## src/rtl/rcs_pkg.sv

```systemverilog
package rcs_pkg;

   typedef enum logic [1:0] {
      RCS_IDLE  = 2'd0,
      RCS_PUSH  = 2'd1,
      RCS_POP   = 2'd2,
      RCS_CLASH = 2'd3
   } rcs_op_e;

   function automatic rcs_op_e rcs_classify(input logic push, input logic pop);
      rcs_op_e op;
      unique case ({push, pop})
         2'b10:   op = RCS_PUSH;
         2'b01:   op = RCS_POP;
         2'b11:   op = RCS_CLASH;
         default: op = RCS_IDLE;
      endcase
      return op;
   endfunction

endpackage

```

## src/rtl/rcs_ptr.sv

```systemverilog
module rcs_ptr #(
   parameter int DEPTH = 8,
   localparam int CNT_W = $clog2(DEPTH + 1)
) (
   input  logic             clk,
   input  logic             rst_n,
   input  logic             grow,
   input  logic             shrink,
   output logic [CNT_W-1:0] cnt,
   output logic             empty,
   output logic             full
);

   localparam logic [CNT_W-1:0] CNT_MAX = CNT_W'(DEPTH);

   always_ff @(posedge clk) begin
      if (!rst_n)
         cnt <= '0;
      else if (grow && !shrink)
         cnt <= cnt + 1'b1;
      else if (shrink && !grow)
         cnt <= cnt - 1'b1;
   end

   assign empty = (cnt == '0);
   assign full  = (cnt == CNT_MAX);

endmodule

```

## src/rtl/rcs_store.sv

```systemverilog
module rcs_store #(
   parameter int DEPTH  = 8,
   parameter int DATA_W = 42,
   localparam int IDX_W = (DEPTH > 1) ? $clog2(DEPTH) : 1
) (
   input  logic              clk,
   input  logic              rst_n,
   input  logic              wr_en,
   input  logic [IDX_W-1:0]  wr_idx,
   input  logic [DATA_W-1:0] wr_data,
   input  logic [IDX_W-1:0]  rd_idx,
   output logic [DATA_W-1:0] rd_data
);

   logic [DATA_W-1:0] slot [DEPTH];

   for (genvar g = 0; g < DEPTH; g++) begin : g_slot
      always_ff @(posedge clk) begin
         if (!rst_n)
            slot[g] <= '0;
         else if (wr_en && (wr_idx == IDX_W'(g)))
            slot[g] <= wr_data;
      end
   end

   always_comb begin
      rd_data = '0;
      for (int k = 0; k < DEPTH; k++)
         if (rd_idx == IDX_W'(k))
            rd_data = slot[k];
   end

endmodule

```

## src/rtl/rcs_cmp.sv

```systemverilog
module rcs_cmp #(
   parameter int ADDR_W  = 32,
   parameter int CMP_LSB = 0
) (
   input  logic [ADDR_W-1:0] saved,
   input  logic [ADDR_W-1:0] seen,
   output logic              differ
);

   if (CMP_LSB == 0) begin : g_full
      assign differ = (saved != seen);
   end else begin : g_part
      logic [ADDR_W-1-CMP_LSB:0] s_hi, n_hi;
      logic [CMP_LSB-1:0]        unused_lo;
      assign s_hi      = saved[ADDR_W-1:CMP_LSB];
      assign n_hi      = seen[ADDR_W-1:CMP_LSB];
      assign unused_lo = saved[CMP_LSB-1:0] ^ seen[CMP_LSB-1:0];
      assign differ    = (s_hi != n_hi);
   end

endmodule

```

## src/rtl/ret_ctx_stack.sv

```systemverilog
module ret_ctx_stack
   import rcs_pkg::*;
#(
   parameter int ADDR_W  = 32,
   parameter int MACH_W  = 4,
   parameter int STATE_W = 6,
   parameter int DEPTH   = 8,
   parameter int CMP_LSB = 0,
   localparam int CNT_W  = $clog2(DEPTH + 1),
   localparam int IDX_W  = (DEPTH > 1) ? $clog2(DEPTH) : 1,
   localparam int ENT_W  = ADDR_W + MACH_W + STATE_W
) (
   input  logic               clk,
   input  logic               rst_n,
   input  logic               push_i,
   input  logic [ADDR_W-1:0]  push_ret_addr_i,
   input  logic [MACH_W-1:0]  push_mach_i,
   input  logic [STATE_W-1:0] push_state_i,
   input  logic               pop_i,
   input  logic [ADDR_W-1:0]  pop_next_pc_i,
   output logic               rst_valid_o,
   output logic [MACH_W-1:0]  rst_mach_o,
   output logic [STATE_W-1:0] rst_state_o,
   output logic               mismatch_o,
   output logic               overflow_o,
   output logic               underflow_o,
   output logic               clash_o,
   output logic               violation_o,
   output logic [CNT_W-1:0]   depth_o
);

   if (DEPTH < 2)                       begin : g_bad_depth $error("DEPTH must be at least 2"); end
   if (ADDR_W < 2)                      begin : g_bad_addr  $error("ADDR_W must be at least 2"); end
   if (MACH_W < 1 || STATE_W < 1)       begin : g_bad_ids   $error("ID widths must be positive"); end
   if (CMP_LSB < 0 || CMP_LSB >= ADDR_W) begin : g_bad_lsb  $error("CMP_LSB out of range"); end

   rcs_op_e           op;
   logic              empty, full;
   logic              do_push, do_pop;
   logic [CNT_W-1:0]  cnt;
   logic [IDX_W-1:0]  top_idx, wr_idx;
   logic [ENT_W-1:0]  wr_ent, top_ent;
   logic [ADDR_W-1:0] top_addr;
   logic              addr_differ;

   assign op      = rcs_classify(push_i, pop_i);
   assign do_push = (op == RCS_PUSH) && !full;
   assign do_pop  = (op == RCS_POP)  && !empty;

   rcs_ptr #(.DEPTH(DEPTH)) u_ptr (
      .clk    (clk),
      .rst_n  (rst_n),
      .grow   (do_push),
      .shrink (do_pop),
      .cnt    (cnt),
      .empty  (empty),
      .full   (full)
   );

   assign wr_idx  = IDX_W'(cnt);
   assign top_idx = IDX_W'(cnt - 1'b1);
   assign wr_ent  = {push_ret_addr_i, push_mach_i, push_state_i};

   rcs_store #(.DEPTH(DEPTH), .DATA_W(ENT_W)) u_store (
      .clk     (clk),
      .rst_n   (rst_n),
      .wr_en   (do_push),
      .wr_idx  (wr_idx),
      .wr_data (wr_ent),
      .rd_idx  (top_idx),
      .rd_data (top_ent)
   );

   assign top_addr    = top_ent[ENT_W-1 -: ADDR_W];
   assign rst_mach_o  = top_ent[STATE_W +: MACH_W];
   assign rst_state_o = top_ent[STATE_W-1:0];

   rcs_cmp #(.ADDR_W(ADDR_W), .CMP_LSB(CMP_LSB)) u_cmp (
      .saved  (top_addr),
      .seen   (pop_next_pc_i),
      .differ (addr_differ)
   );

   assign rst_valid_o = do_pop;
   assign mismatch_o  = do_pop && addr_differ;
   assign overflow_o  = (op == RCS_PUSH) && full;
   assign underflow_o = (op == RCS_POP) && empty;
   assign clash_o     = (op == RCS_CLASH);
   assign violation_o = mismatch_o | overflow_o | underflow_o | clash_o;
   assign depth_o     = cnt;

endmodule

```

## config.mk

```make
export PLATFORM = sky130hd
export DESIGN_NAME = ret_ctx_stack
export DESIGN_NICKNAME = d
export VERILOG_FILES = /design/src/rtl/rcs_pkg.sv /design/src/rtl/rcs_ptr.sv /design/src/rtl/rcs_store.sv /design/src/rtl/rcs_cmp.sv /design/src/rtl/ret_ctx_stack.sv
export SDC_FILE = /design/constraint.sdc
export NUM_CORES = 1
export LEC_CHECK = 0
export BUFFER_PORTS_ARGS = -buffer_cell sky130_fd_sc_hd__buf_2
export CAP_MARGIN = 30
export CORE_MARGIN = 5
export CORE_UTILIZATION = 40
export CTS_BUF_LIST = sky130_fd_sc_hd__clkbuf_4
export DETAILED_ROUTE_END_ITERATION = 12
export HOLD_SLACK_MARGIN = 0.06
export SLEW_MARGIN = 20
export SYNTH_ARGS = -nofsm -noshare
export SYNTH_HDL_FRONTEND = slang
export SYNTH_SLANG_ARGS = --single-unit
```

## constraint.sdc

```tcl
create_clock -name clk -period 11.9 [get_ports clk]
set_input_delay 2.38 -clock clk [delete_from_list [all_inputs] [get_ports clk]]
set_output_delay 2.38 -clock clk [all_outputs]
set_load 0.02 [all_outputs]
```

======== Word level (Yosys, flattened, before mapping) ========
Memories as Yosys holds them, arrays and structs flattened.
Cells that the tools add are included.
storage, ports and cells
  register bits after elaboration ......... 4
  memory bits (writable) .................. 336
  output and inout port bits .............. 20
  logic and storage cells ................. 104
  memories ................................ 1
cells by class
  $add $sub $neg .......................... 2
  equality and inequality tests ........... 22
  mux-type cells .......................... 44
  bitwise logic cells ..................... 11
  reduce and logical (&&, ||, !) cells .... 23
memory list
  name          words  width  read ports  clocked after memory_dff  write ports  RTL line         text
  u_store.slot  8      42     8           0                         8            rcs_store.sv:15  logic [DATA_W-1:0] slot [DEPTH];
operator list
  operator                                              number
  2-to-1 mux 42 bit                                     16
  != test 32 bit                                        1
  2-to-1 mux 1 bit                                      25
  equality test 3 bit (second input constant)           8
  logical AND 1 bit                                     15
  equality test 3 x 2 -> 1 bit (second input constant)  4
  bitwise OR 1 bit                                      11
  equality test 2 bit (second input constant)           4
  2-to-1 mux 4 bit                                      2
  equality test 3 x 1 -> 1 bit (second input constant)  2
  logical NOT 3 bit                                     2
  case mux 2 bit (3 select lines)                       1
  adder 4 x 1 -> 4 bit (second input constant)          1
  equality test 2 x 1 -> 1 bit (second input constant)  2
  equality test 4 bit (second input constant)           1
  logical NOT 1 bit                                     4
  logical NOT 4 bit                                     1
  subtractor 4 x 1 -> 4 bit (second input constant)     1
  nonzero test 2 bit                                    1

======== Longest topological paths before layout ========
Gate-level depths: netlist of the first run.
  depth after elaboration ................. 15
  gate-level depth with buffers ........... 15
  gate-level depth less buffers ........... 13

======== Hierarchy ========
Synthesis of the first run repeated with hierarchy kept, for this count alone.
unflattened totals
  cells, all modules ...................... 1137
  area, all modules ....................... 15904.0 um^2
by module, submodules not included
  module         instances  cells an instance  area each (um^2)  sequential area each (um^2)
  rcs_store      1          1051               15165.8           10089.7
  rcs_cmp        1          43                 346.6             0.0
  rcs_ptr        1          29                 291.5             80.1
  ret_ctx_stack  1          14                 100.1             0.0

======== Least setup slack after synthesis of the first run ========
No wires, ideal clock.
  path type ............................... input -> output
  start point ............................. input pop_next_pc_i[11]
  end point ............................... output violation_o
  arrival time ............................ 3.871 ns
  required time ........................... 9.520 ns
  setup slack ............................. 5.649 ns
  stages .................................. 8
  cell sequence ........................... o22ai_1 a221o_1 o32a_1 a2111oi_2 nand4_1 nor3_1 and4_1 o21ai_1
on the way
  longest elaborated chain between the ends .. 5
RTL lines
  item                           RTL line             text
  start, declared                ret_ctx_stack.sv:20  input logic [ADDR_W-1:0] pop_next_pc_i,
  != test 32 bit                 rcs_cmp.sv:11        assign differ = (saved != seen);
  logical AND 1 bit              ret_ctx_stack.sv:85  assign mismatch_o = do_pop && addr_differ;
  bitwise OR 1 bit (3 in a row)  ret_ctx_stack.sv:89  assign violation_o = mismatch_o | overflow_o | underflow_o | clash_o;
  end, declared                  ret_ctx_stack.sv:28  output logic violation_o,
Every way passes these cells.

======== Final worst setup path of the first run ========
  start point ............................. register u_ptr.cnt[0]
  end point ............................... output violation_o
on the way
  longest elaborated chain between the ends .. 15
  elaborated cells between the ends (all ways) .. 28
  those cells by class .................... 1 x add/sub; 9 x eq/ne; 8 x mux; 3 x bitwise; 7 x reduce/logical
RTL lines
  item                             RTL line             text
  start, declared                  rcs_ptr.sv:9         output logic [CNT_W-1:0] cnt,
  start signal, assigned           rcs_ptr.sv:20        cnt <= cnt + 1'b1;
  start signal, assigned           rcs_ptr.sv:22        cnt <= cnt - 1'b1;
  subtractor 4 x 1 -> 4 bit        -
  logical NOT 3 bit                rcs_store.sv:29      if (rd_idx == IDX_W'(k))
  2-to-1 mux 42 bit (8 in a row)   rcs_store.sv:29
  != test 32 bit                   rcs_cmp.sv:11
  logical AND 1 bit                ret_ctx_stack.sv:85
  bitwise OR 1 bit                 ret_ctx_stack.sv:89
  bitwise OR 1 bit * (2 in a row)  ret_ctx_stack.sv:89
Mark *: on every way between the ends. The rest lies on a longest branch, timed or not.

==> results.json, run 1 <==
{
  "synth_edf_count": 336,
  "dieArea_mm2": 0.0461,
  "dp_cells": 1992,
  "worstPathMaxFanout": 50,
  "worst_pin_slew_ns": 0.910,
  "register_area_mm2": 0.0102,
  "grt_pass1_wl_um": 79800,
  "critPathLaunchType": "flip-flop",
  "core-area_mm2": 0.0418,
  "hold_class": "reg2reg",
  "grt_setup_unrepaired": "no",
  "io-pin-count": 98,
  "port_buffers": 97,
  "final_hold_viol_count": 0,
  "crit_type": "reg2out",
  "max_slew_margin_pct": 39.3,
  "outcome": "completed",
  "netlist_top_cells_area": "edfxtp_1, and2_1, nand2_1",
  "clkPwrFrac_pct": 22.7,
  "power_frac_comb_pct": 43.4,
  "rr_startpoint": "u_ptr.cnt[0]$_SDFFE_PN0P_",
  "synth_cell_types": 69,
  "root_buffer": "clkbuf_4",
  "grt_max_degree": 74,
  "wl_per_cell_um": 25.1,
  "reg2reg_slack_ns": 7.60,
  "yosysTopAreaCellShare_pct": 60.2,
  "end_kind": "output port",
  "fin_nets": 1631,
  "drtIter0Drc": 1103,
  "fillers": 3797,
  "h-tree-depth": 3,
  "multi_input_area_mm2": 0.00621,
  "cp.required_ns": 9.52,
  "period_share_pct": 63.7,
  "p_int_mw": 2.55,
  "yosysTopAreaCell": "edfxtp_1",
  "initial_core_util_pct": 40.2,
  "sequentialPowerShare_pct": 33.9,
  "area_delta_synth_final_pct": 13.3,
  "clkLatencyLatePin_ns": 0.78,
  "post-cts-setup-buffers": 0,
  "clk_pin_slew_ns": 0.06,
  "cts_tree": "built",
  "fin_worst_skew_ns": 0.0495,
  "switchingPower_mw": 1.80,
  "synthTopCellsByCount": "and2_1, edfxtp_1, nand2_1",
  "synth_area_per_cell_um2": 11.7,
  "grt_usage_pct": 22.8,
  "ys_warn_count": 0,
  "hpwl_um": 31700,
  "async_flop_share_pct": 0,
  "arrival_ns": 5.21,
  "cap_viol_max_count": 0,
  "cts_buffers": 89,
  "period_needed_ns": 7.59,
  "fin_setup_tns_ns": 0,
  "ir_drop_uv": 137,
  "p_per_area_mw_per_mm2": 229,
  "hold_buffers": 0,
  "die_h_um": 215,
  "synthCells": 1428,
  "viasPerCell": 5.76,
  "ctsResizeCount": 0,
  "dieWidth_um": 215,
  "drive_gt1_share_pct": 19.3,
  "instances_no_fill": 2139,
  "hold_path.startpoint": "u_ptr.cnt[3]$_SDFFE_PN0P_",
  "yosys_register_bits": 340,
  "grt_pass1_vias": 12682,
  "row_count": 75,
  "fmax_mhz": 132,
  "setup_violations": 0,
  "maxSlewViolCount": 0,
  "synthFlopType": "edfxtp_1",
  "post-synth-top-count-cell": "and2_1",
  "routed-via-count": 12329,
  "cts.sinks": 340,
  "swShare_pct": 41.4,
  "ant_nets": 0,
  "ys_seq_area_share_pct": 60.6,
  "cts_buffer_depth": 3,
  "drc": 0,
  "synth_area_mm2": 0.0168,
  "leakage_nw": 7.13,
  "drt_first_pass_iters": 7,
  "critPathLaunch": "u_ptr.cnt[0]$_SDFFE_PN0P_",
  "antenna_found_initial": 5,
  "routed_wl_um": 53700,
  "place_congestion": 0.924,
  "grt_overflow": 0,
  "syn-num-nets": 1515
}
[kinds of logic (layout without fill, tap and decap cells)]
kind of cell | Yosys count | in the layout | share of synthesized area (%)
buffers and inverters | 139 | 309 | 3.40
AND/OR/NAND/NOR | 593 | 593 | 19.9
XOR/XNOR | 11 | 11 | 0.664
flip-flops | 340 | 340 | 60.6
AO/OA/AOI/OAI | 314 | 314 | 12.6
adder cells (fa/ha/maj) | 9 | 9 | 0.671
multiplexers | 22 | 22 | 2.08
other | 0 | 2 | 0
[worst max-delay path: stages (launching register included)]
cell and delay, ns:
dfxtp_1 0.40, inv_1 0.25, ha_4 0.59, buf_4 0.57, or2_2 0.44, a221oi_1 0.12, o311ai_0 0.76, o2111ai_1 0.21
nor4_1 0.27, and4_1 0.22, and4_1 0.33, o21ai_1 0.08, buf_2 0.16
[sequential cells by signal, summed over array words and instances, names as in the netlist]
signal	cells
u_ptr.cnt	4
u_store.slot	336
[final timing paths]
path / endpoint / depth (start not counted)
worst max-delay path: violation_o / 12
worst min-delay path: u_ptr.cnt[3]$_SDFFE_PN0P_ / 2
worst max register to register: u_store.slot[1][121]$_SDFFCE_PN0P_ / 11
worst min register to register: u_ptr.cnt[3]$_SDFFE_PN0P_ / 2
[power groups by stage]
stage / clock, mW / sequential [mW] / combinational (mW)
global placement: 0 / 1.50 / 1.85
finish: 0.987 / 1.47 / 1.89
CTS: 1.01 / 1.47 / 1.88
floorplan: 0 / 1.49 / 1.21
detailed placement: 0 / 1.50 / 1.87
global route: 1.08 / 1.48 / 2.01
[cell type report]
| type | instances | share of cell area (%) |
|---|---|---|
| Antenna cell | 2 | 0.0263 |
| Clock inverter | 17 | 0.560 |
| Tap cell | 539 | 3.55 |
| Multi-Input combinational cell | 949 | 32.7 |
| Sequential cell | 340 | 53.5 |
| Timing Repair Buffer | 126 | 3.87 |
| Inverter | 38 | 0.751 |
| Clock buffer | 128 | 5.06 |
[metrics by stage]
step           setup slack (ns)  cell area, µm²  hold WS [ns]  power, mW  utilization, %
6_report                   4.31           19000         0.643       4.35            45.5
5_1_grt                    4.08           19000         0.718       4.57            45.5
4_1_cts                    4.25           19000         0.655       4.36            45.5
3_5_place_dp               5.02           17900         0.638       3.37            42.9
3_3_place_gp               5.03           17900         0.616       3.35            42.8
2_1_floorplan              5.65           16800         0.661       2.70               -
[placed cells by master (no fill, tap or decap), types with 10 or more instances in the layout]
cell type,n
and2_1,337
edfxtp_1,336
clkbuf_4,128
buf_2,97
nand2_1,95
a21oi_1,71
o21ai_0,68
nor2_1,37
inv_1,36
a221oi_1,33
o22ai_1,27
buf_4,27
and3_1,24
nand3_1,19
a221o_1,17
clkinv_1,13
nor3_1,13
mux4_2,10
[metal layers]
metal,up-vias,track usage (%),routed length (µm)
met2,551,38.1,26100
met4,4,8.76,1710
met3,122,4.74,3920
met1,6124,29.3,22000
li1,5528,-,-
met5,-,0,21
(Power assumes the default switching activity.)
==> run 2: changes to the inputs <==
- clock period: 11.9 -> 6.9 ns (I/O delays scaled with it)
==> results.json, run 2 (synthesized netlist as in run 1, its figures left out) <==
{
  "dieWidth_um": 215,
  "largest_reg_flops": 336,
  "die_h_um": 215,
  "fin_worst_skew_ns": 0.0450,
  "leakage_nw": 7.21,
  "antenna_found_initial": 5,
  "r2r-end": "u_store.slot[1][107]$_SDFFCE_PN0P_",
  "drc": 0,
  "fillers": 3881,
  "clk_pin_slew_ns": 0.06,
  "cp.required_ns": 5.52,
  "root_buffer": "clkbuf_4",
  "grt_pass1_vias": 12644,
  "fin_setup_tns_ns": 0,
  "top_register": "u_store.slot",
  "drt_first_pass_iters": 5,
  "min_to": "u_ptr.cnt[3]$_SDFFE_PN0P_",
  "drtIter0Drc": 1308,
  "maxSlewViolCount": 0,
  "top_regs": "u_store.slot x336, u_ptr.cnt x4",
  "worst_pin_slew_ns": 0.978,
  "h-tree-depth": 3,
  "max_slew_margin_pct": 34.6,
  "outcome": "completed",
  "p_per_area_mw_per_mm2": 398,
  "rr_worst_depth": 12,
  "final_common_cell": "and2_1",
  "wl_per_cell_um": 25.7,
  "critPathLaunchType": "flip-flop",
  "placed_area_mm2": 0.0180,
  "reg2reg_slack_ns": 2.76,
  "core-area_mm2": 0.0418,
  "post-cts-setup-buffers": 0,
  "layout_common_cells": "and2_1, edfxtp_1, clkbuf_4, buf_2, nand2_1",
  "ant_nets": 0,
  "cts.sinks": 340,
  "routed-via-count": 12545,
  "drive_gt1_share_pct": 19.9,
  "cts_buffer_depth": 3,
  "cts_buffers": 92,
  "period_needed_ns": 6.32,
  "dieArea_mm2": 0.0461,
  "ctsResizeCount": 0,
  "hold_ws_ns": 0.612,
  "cap_viol_max_count": 0,
  "design_area_mm2": 0.0191,
  "place_congestion": 1.00,
  "min_delay_path_depth": 2,
  "grt_setup_unrepaired": "no",
  "grt_pass1_wl_um": 81800,
  "grt_overflow": 0,
  "area_delta_synth_final_pct": 13.9,
  "clkLatencyLatePin_ns": 0.80,
  "initial_core_util_pct": 40.2,
  "io-pin-count": 98,
  "port_buffers": 97,
  "period_share_pct": 91.6,
  "hold_buffers": 0,
  "viasPerCell": 5.82,
  "final_hold_viol_count": 0,
  "fin_nets": 1638,
  "grt_max_degree": 57,
  "rr_startpoint": "u_ptr.cnt[0]$_SDFFE_PN0P_",
  "hpwl_um": 33600,
  "row_count": 75,
  "fmax_mhz": 158,
  "worstPathMaxFanout": 24,
  "hold_class": "reg2reg",
  "total_power_mw": 7.60,
  "crit_type": "reg2out",
  "arrival_ns": 4.94,
  "setup_violations": 0,
  "ir_drop_uv": 294,
  "end_kind": "output port",
  "cts_tree": "built",
  "grt_usage_pct": 23.4,
  "routed_wl_um": 55400,
  "hold_path.startpoint": "u_ptr.cnt[3]$_SDFFE_PN0P_"
}
## run 2: stage by stage
| stage | utilization, % | cells | setup WS (ns) |
|---|---|---|---|
| 3_5_place_dp | 43.0 | 1996 | 1.48 |
| 4_1_cts | 45.7 | 2154 | 0.557 |
| 5_1_grt | 45.7 | 2156 | 0.271 |
| 2_1_floorplan | - | 1428 | 1.60 |
| 6_report | 45.7 | 2156 | 0.582 |
| 3_3_place_gp | 42.9 | 1994 | 1.53 |
## run 2: worst max-delay path, stage by stage, from the launching register on
cell       delay, ns
dfxtp_1         0.51
inv_1           0.21
ha_1            0.38
xnor2_4         0.68
buf_4           0.41
o21ai_0         0.14
nor3_1          0.42
o2bb2ai_1       0.14
nor4_1          0.27
nand4_1         0.16
nor3_1          0.21
and4_1          0.34
o21ai_1         0.08
buf_2           0.16
## run 2: cell type report
cell class | instances | area (µm²) | share of cell area, %
clock buffers | 135 | 1010 | 5.31
diodes | 2 | 5.00 | 0.0262
flip-flops and latches | 340 | 10200 | 53.2
clock inverters | 23 | 119 | 0.622
multi-input cells | 949 | 6210 | 32.5
repair buffers | 130 | 771 | 4.04
well taps | 539 | 674 | 3.53
inverters | 38 | 143 | 0.747
## run 2: power by group
group	internal (mW)	switching (mW)	total (mW)
logic	1.08	2.19	3.27
clock network	0.900	0.882	1.78
registers	2.47	0.0855	2.55
total	4.45	3.16	7.60
## run 2: worst max-delay path by stage
stage | start | end | slack, ns
floorplan | u_ptr.cnt[0]$_SDFFE_PN0P_ | u_store.slot[0][100]$_SDFFCE_PN0P_ | 1.60
global placement | u_ptr.cnt[0]$_SDFFE_PN0P_ | violation_o | 1.53
detailed placement | u_ptr.cnt[0]$_SDFFE_PN0P_ | violation_o | 1.48
CTS | u_ptr.cnt[0]$_SDFFE_PN0P_ | violation_o | 0.56
global route | u_ptr.cnt[0]$_SDFFE_PN0P_ | violation_o | 0.27
finish | u_ptr.cnt[0]$_SDFFE_PN0P_ | violation_o | 0.58
## run 2: layer usage
layer  vias up  share of wire (%)  track usage, %
li1       5551                  -               -
met1      6233                 41            31.2
met2       628                 47            37.9
met3       129                7.7            4.87
met4         4                3.6            9.23
met5         -              0.060               0
